File: src/rtl/dr_pkg.sv
package dr_pkg;
  typedef enum logic [1:0] {
    OP_GET     = 2'd0,
    OP_PEEK    = 2'd1,
    OP_COUNT   = 2'd2,
    OP_PUBLISH = 2'd3
  } dr_op_e;
endpackage

File: src/rtl/dr_step.sv
// Next tail pointer and loop count for a non-power-of-two ring.
module dr_step #(
  parameter int RING_WORDS  = 15,
  parameter int ENTRY_WORDS = 3,
  parameter int LC_W        = 4,
  localparam int PTR_W      = $clog2(RING_WORDS)
) (
  input  logic [PTR_W-1:0] tp,
  input  logic [LC_W-1:0]  lc,
  output logic [PTR_W-1:0] tp_next,
  output logic [LC_W-1:0]  lc_next,
  output logic [PTR_W-1:0] stamp_addr
);
  localparam logic [PTR_W:0] E_EXT = (PTR_W+1)'(ENTRY_WORDS);
  localparam logic [PTR_W:0] R_EXT = (PTR_W+1)'(RING_WORDS);

  logic [PTR_W:0] sum;
  logic [PTR_W:0] last_word;
  logic           wrap;

  always_comb begin
    sum       = {1'b0, tp} + E_EXT;
    wrap      = (sum >= R_EXT);
    tp_next   = wrap ? '0 : sum[PTR_W-1:0];
    lc_next   = wrap ? lc + 1'b1 : lc;
    last_word = sum - 1'b1;
    stamp_addr = last_word[PTR_W-1:0];
  end
endmodule

File: src/rtl/dr_occupancy.sv
// Valid-entry count from head and tail word offsets.
module dr_occupancy #(
  parameter int RING_WORDS  = 15,
  parameter int ENTRY_WORDS = 3,
  localparam int PTR_W      = $clog2(RING_WORDS),
  localparam int CNT_W      = $clog2(RING_WORDS / ENTRY_WORDS + 1)
) (
  input  logic [PTR_W-1:0] hp,
  input  logic [PTR_W-1:0] tp,
  output logic [CNT_W-1:0] count
);
  localparam logic [PTR_W:0] E_EXT = (PTR_W+1)'(ENTRY_WORDS);
  localparam logic [PTR_W:0] R_EXT = (PTR_W+1)'(RING_WORDS);

  logic [PTR_W:0] span;
  logic [PTR_W:0] quot;

  always_comb begin
    if (hp >= tp) span = {1'b0, hp} - {1'b0, tp};
    else          span = R_EXT - {1'b0, tp} + {1'b0, hp};
    quot  = span / E_EXT;
    count = quot[CNT_W-1:0];
  end
endmodule

File: src/rtl/dst_ring_consumer.sv
module dst_ring_consumer
  import dr_pkg::*;
#(
  parameter int RING_WORDS  = 15,
  parameter int ENTRY_WORDS = 3,
  parameter int LC_W        = 4,
  localparam int PTR_W      = $clog2(RING_WORDS),
  localparam int CNT_W      = $clog2(RING_WORDS / ENTRY_WORDS + 1)
) (
  input  logic             clk,
  input  logic             rst_n,
  input  logic             req_valid,
  output logic             req_ready,
  input  logic [1:0]       req_op,
  input  logic             req_sync,
  output logic             rsp_valid,
  input  logic             rsp_ready,
  output logic             rsp_hit,
  output logic [PTR_W-1:0] rsp_addr,
  output logic [CNT_W-1:0] rsp_count,
  output logic [PTR_W-1:0] mem_addr,
  input  logic [LC_W-1:0]  tag_rdata,
  input  logic [PTR_W-1:0] prod_hp,
  output logic [PTR_W-1:0] pub_tp
);
  localparam logic [PTR_W-1:0] LAST_TP = PTR_W'(RING_WORDS - ENTRY_WORDS);
  localparam logic [PTR_W-1:0] E_PTR   = PTR_W'(ENTRY_WORDS);

  logic [PTR_W-1:0] tp_q, hp_cache_q, pub_q;
  logic [LC_W-1:0]  lc_q;
  logic [PTR_W-1:0] tp_next, hp_sel;
  logic [LC_W-1:0]  lc_next;
  logic [CNT_W-1:0] cnt;
  logic             accept, stamp_ok;
  dr_op_e           op;

  assign op        = dr_op_e'(req_op);
  assign req_ready = !rsp_valid || rsp_ready;
  assign accept    = req_valid && req_ready;
  assign stamp_ok  = (tag_rdata == lc_q);
  assign hp_sel    = req_sync ? prod_hp : hp_cache_q;
  assign pub_tp    = pub_q;

  dr_step #(.RING_WORDS(RING_WORDS), .ENTRY_WORDS(ENTRY_WORDS), .LC_W(LC_W)) u_step (
    .tp(tp_q), .lc(lc_q), .tp_next(tp_next), .lc_next(lc_next), .stamp_addr(mem_addr)
  );

  dr_occupancy #(.RING_WORDS(RING_WORDS), .ENTRY_WORDS(ENTRY_WORDS)) u_occ (
    .hp(hp_sel), .tp(tp_q), .count(cnt)
  );

  // Ring state
  always_ff @(posedge clk) begin
    if (!rst_n) begin
      tp_q       <= '0;
      lc_q       <= '0;
      hp_cache_q <= '0;
      pub_q      <= '0;
    end else if (accept) begin
      unique case (op)
        OP_GET: if (stamp_ok) begin
          tp_q <= tp_next;
          lc_q <= lc_next;
        end
        OP_COUNT:   if (req_sync) hp_cache_q <= prod_hp;
        OP_PUBLISH: pub_q <= tp_q;
        default: ;
      endcase
    end
  end

  // Response register
  always_ff @(posedge clk) begin
    if (!rst_n) begin
      rsp_valid <= 1'b0;
      rsp_hit   <= 1'b0;
      rsp_addr  <= '0;
      rsp_count <= '0;
    end else if (accept) begin
      rsp_valid <= 1'b1;
      rsp_hit   <= (op == OP_GET || op == OP_PEEK) && stamp_ok;
      rsp_addr  <= tp_q;
      rsp_count <= (op == OP_COUNT) ? cnt : '0;
    end else if (rsp_ready) begin
      rsp_valid <= 1'b0;
    end
  end

  a_r1_tp_in_ring: assert property (@(posedge clk) disable iff (!rst_n)
    tp_q <= LAST_TP);

  a_r2_advance: assert property (@(posedge clk) disable iff (!rst_n)
    accept && op == OP_GET && stamp_ok && tp_q != LAST_TP
      |=> tp_q == PTR_W'($past(tp_q) + E_PTR));

  a_r3_miss_hold: assert property (@(posedge clk) disable iff (!rst_n)
    accept && op == OP_GET && !stamp_ok |=> $stable(tp_q) && $stable(lc_q));

  a_r4_lc_wrap: assert property (@(posedge clk) disable iff (!rst_n)
    accept && op == OP_GET && stamp_ok && tp_q == LAST_TP
      |=> tp_q == '0 && lc_q == LC_W'($past(lc_q) + 1'b1));

  a_r5_peek_hold: assert property (@(posedge clk) disable iff (!rst_n)
    accept && op == OP_PEEK |=> $stable(tp_q) && $stable(lc_q));

  a_r8_pub_hold: assert property (@(posedge clk) disable iff (!rst_n)
    !(accept && op == OP_PUBLISH) |=> $stable(pub_tp));

  a_r9_rsp_hold: assert property (@(posedge clk) disable iff (!rst_n)
    rsp_valid && !rsp_ready |=> rsp_valid && $stable(rsp_addr)
      && $stable(rsp_hit) && $stable(rsp_count));
endmodule

File: config.mk
export PLATFORM = sky130hd
export DESIGN_NAME = dst_ring_consumer
export DESIGN_NICKNAME = d
export VERILOG_FILES = /design/src/rtl/dr_pkg.sv /design/src/rtl/dr_step.sv /design/src/rtl/dr_occupancy.sv /design/src/rtl/dst_ring_consumer.sv
export SDC_FILE = /design/constraint.sdc
export NUM_CORES = 1
export LEC_CHECK = 0
export BUFFER_PORTS_ARGS = -buffer_cell sky130_fd_sc_hd__buf_4
export CELL_PAD_IN_SITES_DETAIL_PLACEMENT = 1
export CELL_PAD_IN_SITES_GLOBAL_PLACEMENT = 2
export CORE_ASPECT_RATIO = 1.25
export CORE_MARGIN = 2
export CORE_UTILIZATION = 34
export DETAILED_ROUTE_END_ITERATION = 16
export GPL_ROUTABILITY_DRIVEN = 0
export PLACE_DENSITY = 0.78
export SYNTH_ARGS = -nofsm -noshare
export SYNTH_HDL_FRONTEND = slang
export SYNTH_HIERARCHICAL = 1
export SYNTH_SLANG_ARGS = --single-unit
File: constraint.sdc
create_clock -name clk -period 6.8 [get_ports clk]
set_input_delay 1.36 -clock clk [delete_from_list [all_inputs] [get_ports clk]]
set_output_delay 1.36 -clock clk [all_outputs]
set_load 0.01 [all_outputs]
==> impl_metrics.csv <==
group,metric,value,unit
status,outcome,"finished, final reports clean",
yosys,syn-num-nets,246,
yosys,synthDistinctLibCells,56,
routing,ant_nets,0,
floorplan,dieHeight,89.3,um
pwr,ir_worst_vdd,0.0713,mV
routing,remaining_drc_errors,0,
routing,wire_per_inst,14.6,um
yosys,synth_area_leader_cell,"dfxtp_1",
pwr,power_density,150,mW/mm^2
yosys,synth.top_cell.area_share,25.3,%
finish,drive_above_1_share,23.7,%
clock_tree,postCtsSetupRepairBufs,0,
yosys,syn_avg_cell_area,9.12,sq um
clock_tree,tritoncts,"built",
routing,via_per_inst,5.13,
yosys,synth_cells,217,
clock_tree,root_buffer,"clkbuf_8",
clock_tree,clockBufferDepth,2,
yosys,yosysWarnings,6,
sta,setup-tns-final,0,ps
setup_path,worstSetupEndpointType,"register",
finish,syn_to_final_growth,15.0,%
floorplan,row_count,31,
routing,drt_iter0_markers,31,
sta,fmax,186,MHz
floorplan,die_w,72.2,um
placed_design,post_dp_cell_area,0.00223,sq mm
sta,period_share,79.2,%
global_route,grt_pass1_wl,7790,um
clock_tree,cts-resized-gates,0,
floorplan,core_area,0.00570,sq mm
sta,rsz0062_at_grt,"false",
clock_tree,clkLatencyLatePin,290,ps
yosys,synth-main-ff-cell,"dfxtp_1",
global_route,grt_pass1_vias,1665,
global_route,grtUsageTotal,15.6,%
global_route,grt_max_degree,34,
yosys,syn_area,0.00198,sq mm
floorplan,ios,33,
floorplan,die_area,0.00645,sq mm
routing,firstDrtPassIters,4,
clock_tree,clk_pin_slew,100,ps
finish,multiInputGateArea,0.00135,sq mm
sta,worst_pin_slew,766,ps
setup_path,critPathRequiredTime,6990,ps
clock_tree,cts_buffers,3,
setup_path,startpoint_type,"input pin",
finish,finish.instance_area,0.00228,sq mm
run,max_cap_viol_count,0,
finish,fin_nets,275,
yosys,ys_top_cells_by_area,"dfxtp_1 25%, mux2i_1 10%, ha_1 7.6%, nand2_1 5.1%, xnor2_1 4.0%",
routing,num_vias,1595,
yosys,async_flop_share,0,%
setup_path,cp_slowest_cell,"or3b_1",
finish,final_cell_mix,"32 x buf_4, 27 x nand2_1, 25 x dfxtp_1, 20 x mux2i_1, 14 x inv_1",
routing,wirelength,4530,um
sta,finalSetupViolCount,0,
setup_path,path_max_fanout,7,
worst_hold_path,hold_path_class,"reg -> reg",
global_route,antenna_found_initial,0,
finish,layout.area.seq,500,sq um
sta,finalHoldViolCount,0,
sta,skew,9.18,ps
placed_design,hpwl,3500,um
pwr,p_leak,0.911,nW
setup_path,crit_top_cell,"ha_1",
setup_path,path_class,"in -> reg",
yosys,ys_ff_latch,25,
finish,antennaDiodeCount,0,
setup_path,max_stage_delay,510,ps
yosys,synth_edf_count,0,
placed_design,numPortBuffers,32,
setup_path,r2r_setup_slack,2120,ps
setup_path,crit_path_cell_trace,"buf_4, mux2_2, ha_1, nand2b_4, a2111oi_4, nor4b_1, or3b_1, ha_1, inv_1, ha_1, o21ai_1, xor2_1, ha_1, inv_1, o211ai_1, o32ai_2, mux2i_1, a22oi_1, nor2b_1",
finish,final_common_cell,"buf_4",
setup_path,cp_data_arrival_time,5570,ps
sta,setup_slack,1420,ps
sta,min_period,5380,ps
sta,slew_violations,0,
floorplan,initial_core_util,34.7,%
clock_tree,clkSinkCount,25,
finish,nFillCells,683,
clock_tree,htreeDepth,1,
sta,relSlewSlack,48.6,%
global_route,overflow,0,
clock_tree,hold_buffers,0,
placed_design,dp_slack,1090,ps
yosys,ys_seq_area_share,25.3,%
[sequential cells by signal, indices dropped and copies added (netlist names)]
name        cells
hp_cache_q      4
lc_q            4
pub_tp          4
rsp_addr        4
rsp_count       3
rsp_hit         1
rsp_valid       1
tp_q            4
[per-stage QoR]
| step | total power, mW | hold WS [ps] | util (%) | cells |
|---|---|---|---|---|
| floorplan | 0.230 | 471 | - | 217 |
| global placement | 0.250 | 462 | 39.1 | 307 |
| detailed placement | 0.250 | 464 | 39.1 | 307 |
| CTS | 0.348 | 479 | 39.9 | 311 |
| global route | 0.365 | 509 | 39.9 | 311 |
| finish | 0.341 | 473 | 39.9 | 311 |
[cell usage after synthesis, drive strengths merged, types with 2 or more instances]
cell type   n
fa          2
nand2b      4
xor2        6
and3        2
mux2        5
nor2       14
inv        14
or3b        2
nand2      28
nor4        2
and2        2
nor4b       2
nand4       2
a22oi       3
dfxtp      25
nor3b       2
a21boi      6
xnor2      10
ha         12
buf         5
nor2b      12
nand3       6
clkbuf      3
a21oi       5
o21ai       6
mux2i      21
o21a        2
[path summary, 6_finish.rpt]
| path | start | end | depth (start not counted) |
|---|---|---|---|
| max | req_sync | rsp_count[0] | 19 |
| min | rsp_addr[0] | rsp_addr[0] | 2 |
| max reg2reg | tp_q[0] | rsp_count[0] | 18 |
| min reg2reg | rsp_addr[0] | rsp_addr[0] | 2 |
[critical path: cells and delay by family]
| kind | cells | cell delay, ps |
|---|---|---|
| multiplexers | 2 | 460 |
| AND/OR/NAND/NOR | 4 | 870 |
| adder cells (fa/ha/maj) | 4 | 1250 |
| XOR/XNOR | 1 | 270 |
| buffers and inverters | 3 | 250 |
| AO/OA/AOI/OAI | 5 | 1110 |
[kinds of logic (layout without fill, tap and decap cells)]
kind of cell             Yosys count  count (layout)  share of synthesized area [%]
multiplexers                      26              26                           13.8
adder cells (fa/ha/maj)           14              14                           9.61
XOR/XNOR                          16              16                           8.03
AO/OA/AOI/OAI                     33              33                           13.5
buffers and inverters             22              50                           6.45
AND/OR/NAND/NOR                   81              81                           23.3
flip-flops                        25              25                           25.3
[where the power goes]
group | internal [mW] | total (mW) | switching (mW)
Combinational | 0.0449 | 0.0959 | 0.0510
Sequential | 0.148 | 0.149 | 0.00137
Clock | 0.0418 | 0.0955 | 0.0537
Total | 0.235 | 0.341 | 0.106
[area by class of cell]
class                   instances  area share, %
multi-input cells             170           59.4
well taps                      66           3.63
flip-flops and latches         25           22.0
clock buffers                   3           1.81
clock inverters                 1          0.330
repair buffers                 32           10.6
inverters                      14           2.31
[layer usage]
layer | global-route usage [%] | vias up | wire (um)
met2 | 28.2 | 16 | 2360
met3 | 1.92 | 5 | 104
met5 | 0 | - | 0
met1 | 18.6 | 768 | 1980
li1 | - | 806 | -
met4 | 6.17 | 0 | 77
Note: power is estimated with default switching activity, not from simulation.
